==> src/rtl/booth_pkg.sv <==
package booth_pkg;

  typedef enum logic [2:0] {
    DG_ZERO = 3'd0,
    DG_P1   = 3'd1,
    DG_P2   = 3'd2,
    DG_M2   = 3'd3,
    DG_M1   = 3'd4
  } digit_t;

  typedef struct packed {
    logic use_b;
    logic dbl;
    logic neg;
  } addsel_t;

  function automatic digit_t recode(input logic [2:0] trip);
    digit_t d;
    case (trip)
      3'b001, 3'b010: d = DG_P1;
      3'b011:         d = DG_P2;
      3'b100:         d = DG_M2;
      3'b101, 3'b110: d = DG_M1;
      default:        d = DG_ZERO;
    endcase
    return d;
  endfunction

endpackage

==> src/rtl/booth_recoder.sv <==
module booth_recoder
  import booth_pkg::*;
(
  input  logic [2:0] trip,
  output addsel_t    sel
);

  digit_t dig;

  always_comb begin
    dig = recode(trip);
    sel = '0;
    case (dig)
      DG_P1:   sel = '{use_b: 1'b1, dbl: 1'b0, neg: 1'b0};
      DG_P2:   sel = '{use_b: 1'b1, dbl: 1'b1, neg: 1'b0};
      DG_M2:   sel = '{use_b: 1'b1, dbl: 1'b1, neg: 1'b1};
      DG_M1:   sel = '{use_b: 1'b1, dbl: 1'b0, neg: 1'b1};
      default: sel = '0;
    endcase
  end

  // a zero digit never requests a subtraction
  always_comb begin
    if (!sel.use_b) begin
      p_zero_not_neg_r2: assert (!sel.neg && !sel.dbl);
    end
  end

endmodule

==> src/rtl/booth_stage.sv <==
module booth_stage
  import booth_pkg::*;
#(
  parameter int W = 16
) (
  input  logic [W-1:0] ps_in,
  input  logic [W-1:0] mcand,
  input  logic [2:0]   trip,
  output logic [1:0]   pbits,
  output logic [W-1:0] ps_out
);

  localparam int EW = W + 2;

  addsel_t        sel;
  logic [EW-1:0]  ext_one;
  logic [EW-1:0]  ext_two;
  logic [EW-1:0]  mag;
  logic [EW-1:0]  addend;
  logic [EW-1:0]  ps_ext;
  logic [EW-1:0]  sum;

  booth_recoder u_rec (
    .trip (trip),
    .sel  (sel)
  );

  always_comb begin
    ext_one = {{2{mcand[W-1]}}, mcand};
    ext_two = {mcand[W-1], mcand, 1'b0};
    if (!sel.use_b)   mag = '0;
    else if (sel.dbl) mag = ext_two;
    else              mag = ext_one;
    addend = sel.neg ? ~mag : mag;
    ps_ext = {{2{ps_in[W-1]}}, ps_in};
    sum    = ps_ext + addend + EW'(sel.neg);
    pbits  = sum[1:0];
    ps_out = sum[EW-1:2];
  end

endmodule

==> src/rtl/booth_mult16.sv <==
module booth_mult16 #(
  parameter int WIDTH   = 16,
  parameter bit OUT_REG = 1'b1
) (
  input  logic               clk,
  input  logic               rst,
  input  logic [WIDTH-1:0]   a,
  input  logic [WIDTH-1:0]   b,
  output logic [2*WIDTH-1:0] p
);

  localparam int STAGES = WIDTH / 2;
  localparam int PW     = 2 * WIDTH;

  logic [WIDTH:0]       a_pad;
  logic [WIDTH-1:0]     ps [STAGES+1];
  logic [1:0]           pb [STAGES];
  logic [WIDTH-1:0]     lo;
  logic [PW-1:0]        prod_c;

  assign a_pad = {a, 1'b0};
  assign ps[0] = '0;

  for (genvar k = 0; k < STAGES; k++) begin : g_stage
    booth_stage #(.W(WIDTH)) u_stage (
      .ps_in  (ps[k]),
      .mcand  (b),
      .trip   (a_pad[2*k+2:2*k]),
      .pbits  (pb[k]),
      .ps_out (ps[k+1])
    );
  end

  always_comb begin
    lo = '0;
    for (int k = 0; k < STAGES; k++) begin
      lo[2*k +: 2] = pb[k];
    end
    prod_c = {ps[STAGES], lo};
  end

  if (OUT_REG) begin : g_reg
    always_ff @(posedge clk) begin
      if (rst) p <= '0;
      else     p <= prod_c;
    end

    localparam logic [WIDTH-1:0] S_MIN   = {1'b1, {(WIDTH-1){1'b0}}};
    localparam logic [WIDTH-1:0] S_MAX   = ~S_MIN;
    localparam logic [PW-1:0]    ONE_P   = 1;
    localparam logic [PW-1:0]    P_MINSQ = ONE_P << (PW - 2);
    localparam logic [PW-1:0]    P_MINMX = (~P_MINSQ + ONE_P) + (ONE_P << (WIDTH - 1));

    // a zero operand gives a zero product
    p_zero_r5: assert property (@(posedge clk) disable iff (rst)
      (a == '0 || b == '0) |=> (p == '0));

    // sign of a nonzero product
    p_sign_r7: assert property (@(posedge clk) disable iff (rst)
      (a != '0 && b != '0) |=> (p[PW-1] == $past(a[WIDTH-1] ^ b[WIDTH-1])));

    // multiplying by one reproduces the sign-extended multiplier
    p_ident_r6: assert property (@(posedge clk) disable iff (rst)
      (b == ONE_P[WIDTH-1:0]) |=> (p == {{WIDTH{$past(a[WIDTH-1])}}, $past(a)}));

    // most negative squared
    p_minsq_r3: assert property (@(posedge clk) disable iff (rst)
      (a == S_MIN && b == S_MIN) |=> (p == P_MINSQ));

    // most negative times most positive
    p_minmax_r4: assert property (@(posedge clk) disable iff (rst)
      ((a == S_MIN && b == S_MAX) || (a == S_MAX && b == S_MIN)) |=> (p == P_MINMX));
  end else begin : g_comb
    assign p = prod_c;
  end

endmodule

==> config.mk <==
export PLATFORM = sky130hd
export DESIGN_NAME = booth_mult16
export DESIGN_NICKNAME = d
export VERILOG_FILES = /design/src/rtl/booth_pkg.sv /design/src/rtl/booth_recoder.sv /design/src/rtl/booth_stage.sv /design/src/rtl/booth_mult16.sv
export SDC_FILE = /design/constraint.sdc
export NUM_CORES = 1
export LEC_CHECK = 0
export ABC_AREA = 1
export CAP_MARGIN = 20
export CORE_MARGIN = 2
export CORE_UTILIZATION = 35
export CTS_CLUSTER_SIZE = 20
export DETAILED_ROUTE_END_ITERATION = 8
export DONT_BUFFER_PORTS = 1
export GPL_TIMING_DRIVEN = 0
export PLACE_DENSITY = 0.58
export SYNTH_ARGS = -nofsm -noshare
export SYNTH_HDL_FRONTEND = slang
export SYNTH_HIERARCHICAL = 1
export SYNTH_SLANG_ARGS = --single-unit
==> constraint.sdc <==
create_clock -name clk -period 17.8 [get_ports clk]
set_input_delay 5.34 -clock clk [delete_from_list [all_inputs] [get_ports clk]]
set_output_delay 5.34 -clock clk [all_outputs]
set_load 0.1 [all_outputs]
=== After elaboration in Yosys (flattened, before gate mapping) ===
Index checks and enable logic that the tools add are counted.

* Flip-flop bits (word level): 32
* Input port bits: 34
* Output and inout port bits: 32
* Word-level logic and storage cells: 155

* Add/subtract/negate cells: 15
* Equal/unequal tests: 77
* Muxes and demuxes: 40
* Bitwise logic cells: 8
* Reduce and logical (&&, ||, !) cells: 14

{| class="wikitable"
|+ Operators with widths
! operator !! number
|-
| $mux 18 || 16
|-
| $pmux 3 s4 || 15
|-
| $add 18x1->18 || 8
|-
| $not 18->18 || 8
|-
| $mux 16 || 8
|-
| $add 18x18->18 || 7
|-
| $eq 3x2->1 const B || 30
|-
| $eq 3x3->1 const B || 29
|-
| $eq 3x1->1 const B || 15
|-
| $reduce_or 2->1 || 14
|-
| $pmux 3 s3 || 1
|-
| $eq 2x2->1 const B || 2
|-
| $eq 2x1->1 const B || 1
|}

=== Logic depth before layout (Yosys ltp) ===
Gate-level depths: netlist (run 1).

* Depth after elaboration: 23
* Mapped depth: 85
* Gate-level depth less buffers: 85

=== Cells and area by module ===
Netlist (run 1), hierarchy kept.

{| class="wikitable"
|+ Modules (own cells, without submodules)
! module !! instances !! cells each !! area an instance (µm²) !! sequential area each (µm²)
|-
| booth_stage at g_stage[4].u_stage ... || 2 || 231 || 1381.3 || 0.0
|-
| booth_stage at g_stage[1].u_stage ... || 2 || 235 || 1316.3 || 0.0
|-
| booth_stage at g_stage[7].u_stage || 1 || 234 || 1441.4 || 0.0
|-
| booth_stage at g_stage[6].u_stage || 1 || 234 || 1410.1 || 0.0
|-
| booth_stage at g_stage[3].u_stage || 1 || 232 || 1397.6 || 0.0
|-
| booth_stage at g_stage[0].u_stage || 1 || 238 || 1322.5 || 0.0
|-
| booth_mult16 || 1 || 100 || 918.4 || 640.6
|-
| booth_recoder || 8 || 10 || 40.0 || 0.0
|}

=== Worst setup path after synthesis (run 1) ===
Ideal clock, no wire load.

* Path kind: input to register
* Start: input port a[0]
* End: register p[29]
* Library setup time: 0.109 ns
* Data arrival time: 14.247 ns
* Data required time: 17.691 ns
* Setup slack: 3.444 ns
* Stages: 69
* Buffers on the path: 1
* Cell sequence: nor2_1 -> nand2_1 -> nand2_1 -> inv_2 -> buf_2 -> o21ai_0 -> a21oi_1 -> xor2_1 -> fa_1 -> nand3_1 -> nand2_1 -> nand2_1 -> nand2_2 -> nand2_1 -> nand2_1 -> xor2_1 -> ha_1 -> a21o_1 -> (+33 left out) -> ha_1 -> a21oi_1 -> nor2_1 -> or2_1 -> a21oi_1 -> nand2_1 -> nand2_1 -> nand2_1 -> ha_1 -> nand2_1 -> nor2_1 -> or2_0 -> a21oi_1 -> nand2_1 -> nand2_1 -> nand2_1 -> inv_1 -> nor2_1

{| class="wikitable"
|+ RTL lines
! what !! line !! text
|-
| start, declared || booth_mult16.sv:7 || <nowiki>input logic [WIDTH-1:0] a,</nowiki>
|-
| end signal, assigned || booth_mult16.sv:45 || <nowiki>else p <= prod_c;</nowiki>
|-
| end, declared || booth_mult16.sv:9 || <nowiki>output logic [2*WIDTH-1:0] p</nowiki>
|}

==> results of run 1 <==
-- synthesized netlist by cell type (11+ instances only) --
library cell | count | area share
sky130_fd_sc_hd__a21oi_1 | 168 | 0.069
sky130_fd_sc_hd__nand2_1 | 476 | 0.15
sky130_fd_sc_hd__buf_2 | 37 | 0.015
sky130_fd_sc_hd__nand3_1 | 115 | 0.047
sky130_fd_sc_hd__nor3_1 | 27 | 0.011
sky130_fd_sc_hd__o21ai_1 | 11 | 0.0045
sky130_fd_sc_hd__xor2_1 | 192 | 0.14
sky130_fd_sc_hd__nor2_1 | 159 | 0.049
sky130_fd_sc_hd__nand3_2 | 11 | 0.0090
sky130_fd_sc_hd__inv_2 | 15 | 0.0046
sky130_fd_sc_hd__o21bai_1 | 11 | 0.0068
sky130_fd_sc_hd__o21ai_0 | 150 | 0.062
sky130_fd_sc_hd__o21a_1 | 54 | 0.033
sky130_fd_sc_hd__and2_1 | 11 | 0.0056
sky130_fd_sc_hd__inv_1 | 260 | 0.080
sky130_fd_sc_hd__nand2_2 | 51 | 0.026
sky130_fd_sc_hd__ha_1 | 128 | 0.13
sky130_fd_sc_hd__o21ai_2 | 12 | 0.0086
sky130_fd_sc_hd__dfxtp_1 | 32 | 0.052
sky130_fd_sc_hd__a21o_1 | 26 | 0.016
-- cells by family (layout without fill, tap and decap cells) --
| family | Yosys count | after routing | synth area share |
|---|---|---|---|
| AOI/OAI and AO/OA | 447 | 447 | 0.208 |
| xor gates and xnor gates | 200 | 200 | 0.144 |
| DFF | 32 | 32 | 0.0525 |
| other | 1 | 23 | 0.000307 |
| adders and majority gates | 136 | 136 | 0.144 |
| and+or+nand+nor | 895 | 895 | 0.331 |
| buffers and inverters | 339 | 347 | 0.120 |
-- critical path: cells and delay by family --
family	cells	cell delay, ns
AO/OA/AOI/OAI	7	1.32
XOR/XNOR	1	0.18
adder cells (fa/ha/maj)	8	3.24
buffers and inverters	8	0.85
AND/OR/NAND/NOR	49	5.24
-- final timing paths --
| path | slack [ns] | cells after the start | end |
|---|---|---|---|
| worst min-delay path | 5.12 | 1 | p[31] |
| worst max-delay path | 1.84 | 73 | p[31] |
-- routing by layer --
layer / global-route usage / routed length, um / vias to the layer above
li1: - / - / 6711
met1: 0.280 / 17900 / 5704
met2: 0.352 / 17200 / 302
met3: 0.0287 / 2120 / 47
met4: 0.0537 / 906 / 0
met5: 0 / 0 / -
-- cell type report --
type / count / area (um^2)
flip-flops and latches: 32 / 641
inverters: 284 / 1120
clock inverters: 1 / 30.0
fillers: 3739 / 21400
plain buffers: 55 / 347
multi-input cells: 1701 / 10200
well taps: 455 / 569
clock buffers: 7 / 153
-- stage by stage --
| step | instance area, um^2 | instances | utilization |
|---|---|---|---|
| 2_1_floorplan | 12300 | 2072 | - |
| 3_3_place_gp | 12900 | 2527 | 0.373 |
| 3_5_place_dp | 12900 | 2527 | 0.373 |
| 4_1_cts | 13000 | 2535 | 0.378 |
| 5_1_grt | 13000 | 2535 | 0.378 |
| 6_report | 13000 | 2535 | 0.378 |
-- cells in the final DEF (no fill, tap or decap), drive strengths merged, types with 53 or more instances in the layout --
cell   count
o21ai    173
buf       53
inv      277
nand2    531
a21oi    170
o21a      54
ha       128
xor2     192
nand3    131
nor2     160
==> summary.log, run 1 <==
[run_status] run status completed
[cts] total clock buffers created by CTS 5
[floorplan] count of boundary I/O pins 66
[worst_setup_path] kind of end point of the critical path register
[sta] Final Hold Violating Endpoints 0
[cts] post-CTS resize count 0
[placed_design] Setup WS pre-CTS 1.77 ns
[worst_hold_path] Hold Startpoint rst
[worst_setup_path] Req. time, crit path 18.03 ns
[sta] Hold WS 5.12 ns
[worst_hold_path] path type of the worst min-delay path input pin to register
[worst_setup_path] critical-path cell with the highest stage delay sky130_fd_sc_hd__fa_1
[route] detail-routed net length per standard cell 15.0 um
[yosys] most instantiated flip-flop cell in the synthesis netlist sky130_fd_sc_hd__dfxtp_1
[yosys] share of synthesized flip-flops with an asynchronous set or reset 0
[placed_design] estimated wirelength of the detail-placed design 31.3 mm
[global_routing] maximum number of pins on one net before global-route repair 25
[global_routing] grt ovf 0
[global_routing] initial antenna violation count 0
[sta] Final Setup Violations 0
[route] count of routing violations after the opening detailed-route iteration 868
[sta] post-route minimum period 15.96 ns
[sta] normalized max-slew margin 0.296
[worst_setup_path] largest fanout on the critical path 10
[route] detailed-route DRC error count 0
[worst_setup_path] data arrival time at the worst-slack endpoint 16.19 ns
[route] total detailed-routing wirelength 38.1 mm
[yosys] Syn Std Cell Area 12,200 um^2
[final_layout] registers with the most flip-flops p: 32 flops
[route] post-detailed-route count of antenna-violating nets 0
[worst_setup_path] worst stage delay on the critical path 0.45 ns
[floorplan] Die H 191 um
[sta] setup slack of the critical path after layout 1.84 ns
[final_layout] antenna cells 0
[yosys] Seq cells post-synth 32
[floorplan] placeable core area 34,500 um^2
[final_layout] share of post-route cells with drive strength above 1 0.0894
[sta] Max Clk Rate 0.0627 GHz
[sta] unrepaired setup endpoints after global routing false
[sta] Period Utilization, post-route 0.897
[worst_setup_path] crit-path most repeated cell sky130_fd_sc_hd__nand2_1
[cts] Max H-tree Level 2
[placed_design] placer congestion estimate 0.912
[cts] post-CTS setup buffers 0
[final_layout] Area growth syn-to-layout 6.84%
[yosys] share of synthesized area occupied by flip-flops and latches 0.0525
[global_routing] Tot GR Track Use 0.209
[route] drt pass-1 iters 5
[final_layout] net total in the final layout 2,249
[route] via density per instance 5.04
[worst_setup_path] timing startpoint of the critical path a[0]
[cts] clk sinks 32
[cts] TritonCTS clock tree built
[worst_setup_path] startpoint kind of the worst setup timing path input pin
[cts] root buffer selected by CTS sky130_fd_sc_hd__clkbuf_16
[global_routing] number of global-route vias before repair 11,900
[floorplan] overall die width 191 um
[cts] clock-pin slew on the worst setup and hold paths 0.05 ns
[final_layout] Most flops, register p
[final_layout] flip-flop count of the largest register, all copies and words added 32
[floorplan] die area 36,400 um^2
[yosys] number of warning messages in the yosys log 6
[sta] accumulated negative setup slack 0 ns
[placed_design] number of port buffers 0
[floorplan] Initial Util 0.354
[yosys] number of flops mapped to enable cells by yosys 0
[run] number of max-cap violations 0
[cts] maximum number of buffers from clock root to sink 2
[global_routing] first-pass GRT wire length 61.4 mm
[yosys] post-synthesis average cell area 5.95 um^2
[yosys] number of instances in the synthesized netlist 2,050
[yosys] synth unique cells 46
[floorplan] # rows 68
[route] total vias in the final route 12,800
[sta] count of pins over their slew limit 0
[worst_setup_path] kind of critical path input pin to register
[cts] number of buffers inserted for hold repair after clock tree synthesis 0
[sta] transition at the pin with the smallest max-transition slack 1.05 ns
Power of run 1 is not shown: default switching activity piles up to over one toggle a cycle in this logic, so the estimate is an artifact.
==> run 2: changes to the inputs <==
ABC_AREA = not set   (was 1)
SKIP_CTS_REPAIR_TIMING = 1   (was not set)
==> run 2 against run 1 <==
  * Fmax fell by 7.5%
  * Core utilization grew 1.6 points
  * Via count decreased by 12%
  * Synthesized cell count is 25% lower
  * Sequential share of layout area down 0.059 points
  * Worst setup slack lost 1.3 ns
  * Final area rose by 1.2%
  * Cell count decreased by 20%
  * Routed wire length fell by 9.9%
  * Die area shrank 2.9%
  * Clock-buffer cell count is 2 lower
  * Largest cell class unchanged
==> summary.log, run 2 <==
[final_layout] antenna cells 0
[yosys] share of synthesized flip-flops with an asynchronous set or reset 0
[worst_setup_path] kind of end point of the critical path register
[sta] Period Utilization, post-route 0.970
[sta] Max Clk Rate 0.0579 GHz
[yosys] synth unique cells 86
[final_layout] registers with the most flip-flops p: 32 flops
[sta] normalized max-slew margin 0.358
[sta] transition at the pin with the smallest max-transition slack 0.961 ns
[final_layout] Most flops, register p
[cts] total clock buffers created by CTS 5
[global_routing] grt ovf 0
[worst_setup_path] worst stage delay on the critical path 0.47 ns
[route] total vias in the final route 11,200
[yosys] share of synthesized area occupied by flip-flops and latches 0.0541
[sta] Hold WS 5.11 ns
[placed_design] placer congestion estimate 0.897
[worst_setup_path] Req. time, crit path 18.03 ns
[final_layout] share of post-route cells with drive strength above 1 0.216
[yosys] Yosys top cell area share 0.135
[floorplan] # rows 67
[final_layout] most common cell after layout, fill and taps aside sky130_fd_sc_hd__nand2_1
[route] via density per instance 5.49
[worst_setup_path] startpoint kind of the worst setup timing path input pin
[worst_setup_path] data arrival time at the worst-slack endpoint 17.50 ns
[worst_setup_path] largest fanout on the critical path 10
[global_routing] Tot GR Track Use 0.188
[floorplan] Die H 188 um
[cts] root buffer selected by CTS sky130_fd_sc_hd__clkbuf_16
[floorplan] die area 35,300 um^2
[global_routing] first-pass GRT wire length 54.6 mm
[sta] Final Setup Violations 0
[yosys] Post-synth top cells 221 x sky130_fd_sc_hd__nand2_1, 183 x sky130_fd_sc_hd__xnor2_1, 128 x sky130_fd_sc_hd__ha_1
[worst_setup_path] critical-path cell with the highest stage delay sky130_fd_sc_hd__a2111oi_2
[yosys] most area-consuming cells after synthesis sky130_fd_sc_hd__xnor2_1 14%, sky130_fd_sc_hd__ha_1 14%, sky130_fd_sc_hd__mux2_2 12%
[floorplan] Initial Util 0.354
[worst_setup_path] kind of critical path input pin to register
[placed_design] Setup WS pre-CTS -1.30 ns
[placed_design] estimated wirelength of the detail-placed design 26.4 mm
[yosys] Seq cells post-synth 32
[yosys] largest area contributor in the synthesized netlist sky130_fd_sc_hd__xnor2_1
[route] post-detailed-route count of antenna-violating nets 0
[sta] setup slack of the critical path after layout 0.538 ns
[floorplan] count of boundary I/O pins 66
[route] detail-routed net length per standard cell 16.9 um
[yosys] number of flops mapped to enable cells by yosys 0
[route] count of routing violations after the opening detailed-route iteration 736
[cts] TritonCTS clock tree built
[final_layout] flip-flop count of the largest register, all copies and words added 32
[sta] accumulated negative setup slack 0 ns
[final_layout] net total in the final layout 1,754
[route] drt pass-1 iters 5
[cts] clk sinks 32
[cts] Max H-tree Level 2
[route] detailed-route DRC error count 0
[cts] maximum number of buffers from clock root to sink 2
[yosys] post-synthesis average cell area 7.70 um^2
[global_routing] number of global-route vias before repair 10,400
[floorplan] placeable core area 33,400 um^2
[sta] count of pins over their slew limit 0
[yosys] most instantiated flip-flop cell in the synthesis netlist sky130_fd_sc_hd__dfxtp_1
[yosys] number of instances in the synthesized netlist 1,537
[sta] post-route minimum period 17.26 ns
[yosys] number of warning messages in the yosys log 6
[global_routing] maximum number of pins on one net before global-route repair 20
[yosys] most common cell in the netlist sky130_fd_sc_hd__nand2_1
[cts] clock-pin slew on the worst setup and hold paths 0.07 ns
[global_routing] initial antenna violation count 1
[run_status] run status completed
[final_layout] Area growth syn-to-layout 11.5%
[worst_hold_path] path type of the worst min-delay path input pin to register
[placed_design] number of port buffers 0
[yosys] Syn Std Cell Area 11,800 um^2
[final_layout] commonest cells after routing, fill and taps aside 221 x sky130_fd_sc_hd__nand2_1, 182 x sky130_fd_sc_hd__xnor2_1, 125 x sky130_fd_sc_hd__mux2_2, 112 x sky130_fd_sc_hd__a21oi_1, 103 x sky130_fd_sc_hd__ha_1
[final_layout] number of filler instances in the final layout 3,414
[floorplan] overall die width 188 um
[route] total detailed-routing wirelength 34.4 mm
[sta] Final Hold Violating Endpoints 0
[run] number of max-cap violations 0
==> run 2: cell count changes in the layout (fill, tap and decap cells not counted), moves of 100 or more <==
cell	previous run	this run
sky130_fd_sc_hd__xnor2_1	8	182
sky130_fd_sc_hd__inv_1	260	18
sky130_fd_sc_hd__mux2_2	0	125
sky130_fd_sc_hd__nand2_1	476	221
sky130_fd_sc_hd__xor2_1	192	48
sky130_fd_sc_hd__o21ai_0	150	50
==> run 2: per-stage QoR <==
step | std cells | util | area [um^2]
3_3_place_gp | 2008 | 0.373 | 12500
4_1_cts | 2016 | 0.378 | 12700
2_1_floorplan | 1560 | - | 11900
3_5_place_dp | 2008 | 0.373 | 12500
5_1_grt | 2033 | 0.395 | 13200
6_report | 2033 | 0.395 | 13200
==> run 2: per-layer routing <==
| layer | global-route usage | routed length, um | vias up |
|---|---|---|---|
| met1 | 0.269 | 17200 | 5252 |
| met4 | 0.0279 | 463 | 0 |
| met5 | 0 | 0 | - |
| met2 | 0.313 | 15500 | 233 |
| met3 | 0.0150 | 1140 | 29 |
| li1 | - | - | 5657 |
==> run 2: logic make-up (layout without fill, tap and decap cells) <==
group                      count (synthesis)  in the layout  synth area share
buffers and inverters                     91            116            0.0393
DFF                                       32             32            0.0541
xor gates and xnor gates                 231            231             0.171
adders and majority gates                136            136             0.149
other                                      1             24          0.000317
muxes                                    136            136             0.132
and+or+nand+nor                          505            505             0.220
AOI/OAI and AO/OA                        405            405             0.235
==> run 2: worst paths after layout <==
| path | start | to | slack (ns) | depth (start not counted) |
|---|---|---|---|---|
| worst max-delay path | a[0] | p[28] | 0.54 | 57 |
| worst min-delay path | rst | p[31] | 5.11 | 1 |
==> run 2: cell type report <==
class / count / area, um^2 / share of cell area
Buffer: 65 / 390 / 0.0296
Clock buffer: 5 / 125 / 0.00948
Clock inverter: 3 / 42.5 / 0.00322
Inverter: 19 / 71.3 / 0.00540
Multi-Input combinational cell: 1437 / 11200 / 0.848
Sequential cell: 32 / 641 / 0.0485
Tap cell: 448 / 561 / 0.0425
Timing Repair Buffer: 24 / 180 / 0.0137
==> run 2: critical path, delay by kind of cell <==
family | cells | cell delay, ns
mux | 4 | 0.95
xor+xnor | 3 | 0.51
fa+ha+maj | 8 | 2.92
simple gates | 17 | 2.73
compound gates | 21 | 4.34
buf+inv | 4 | 0.67
Power of run 2 is left out for the same reason.
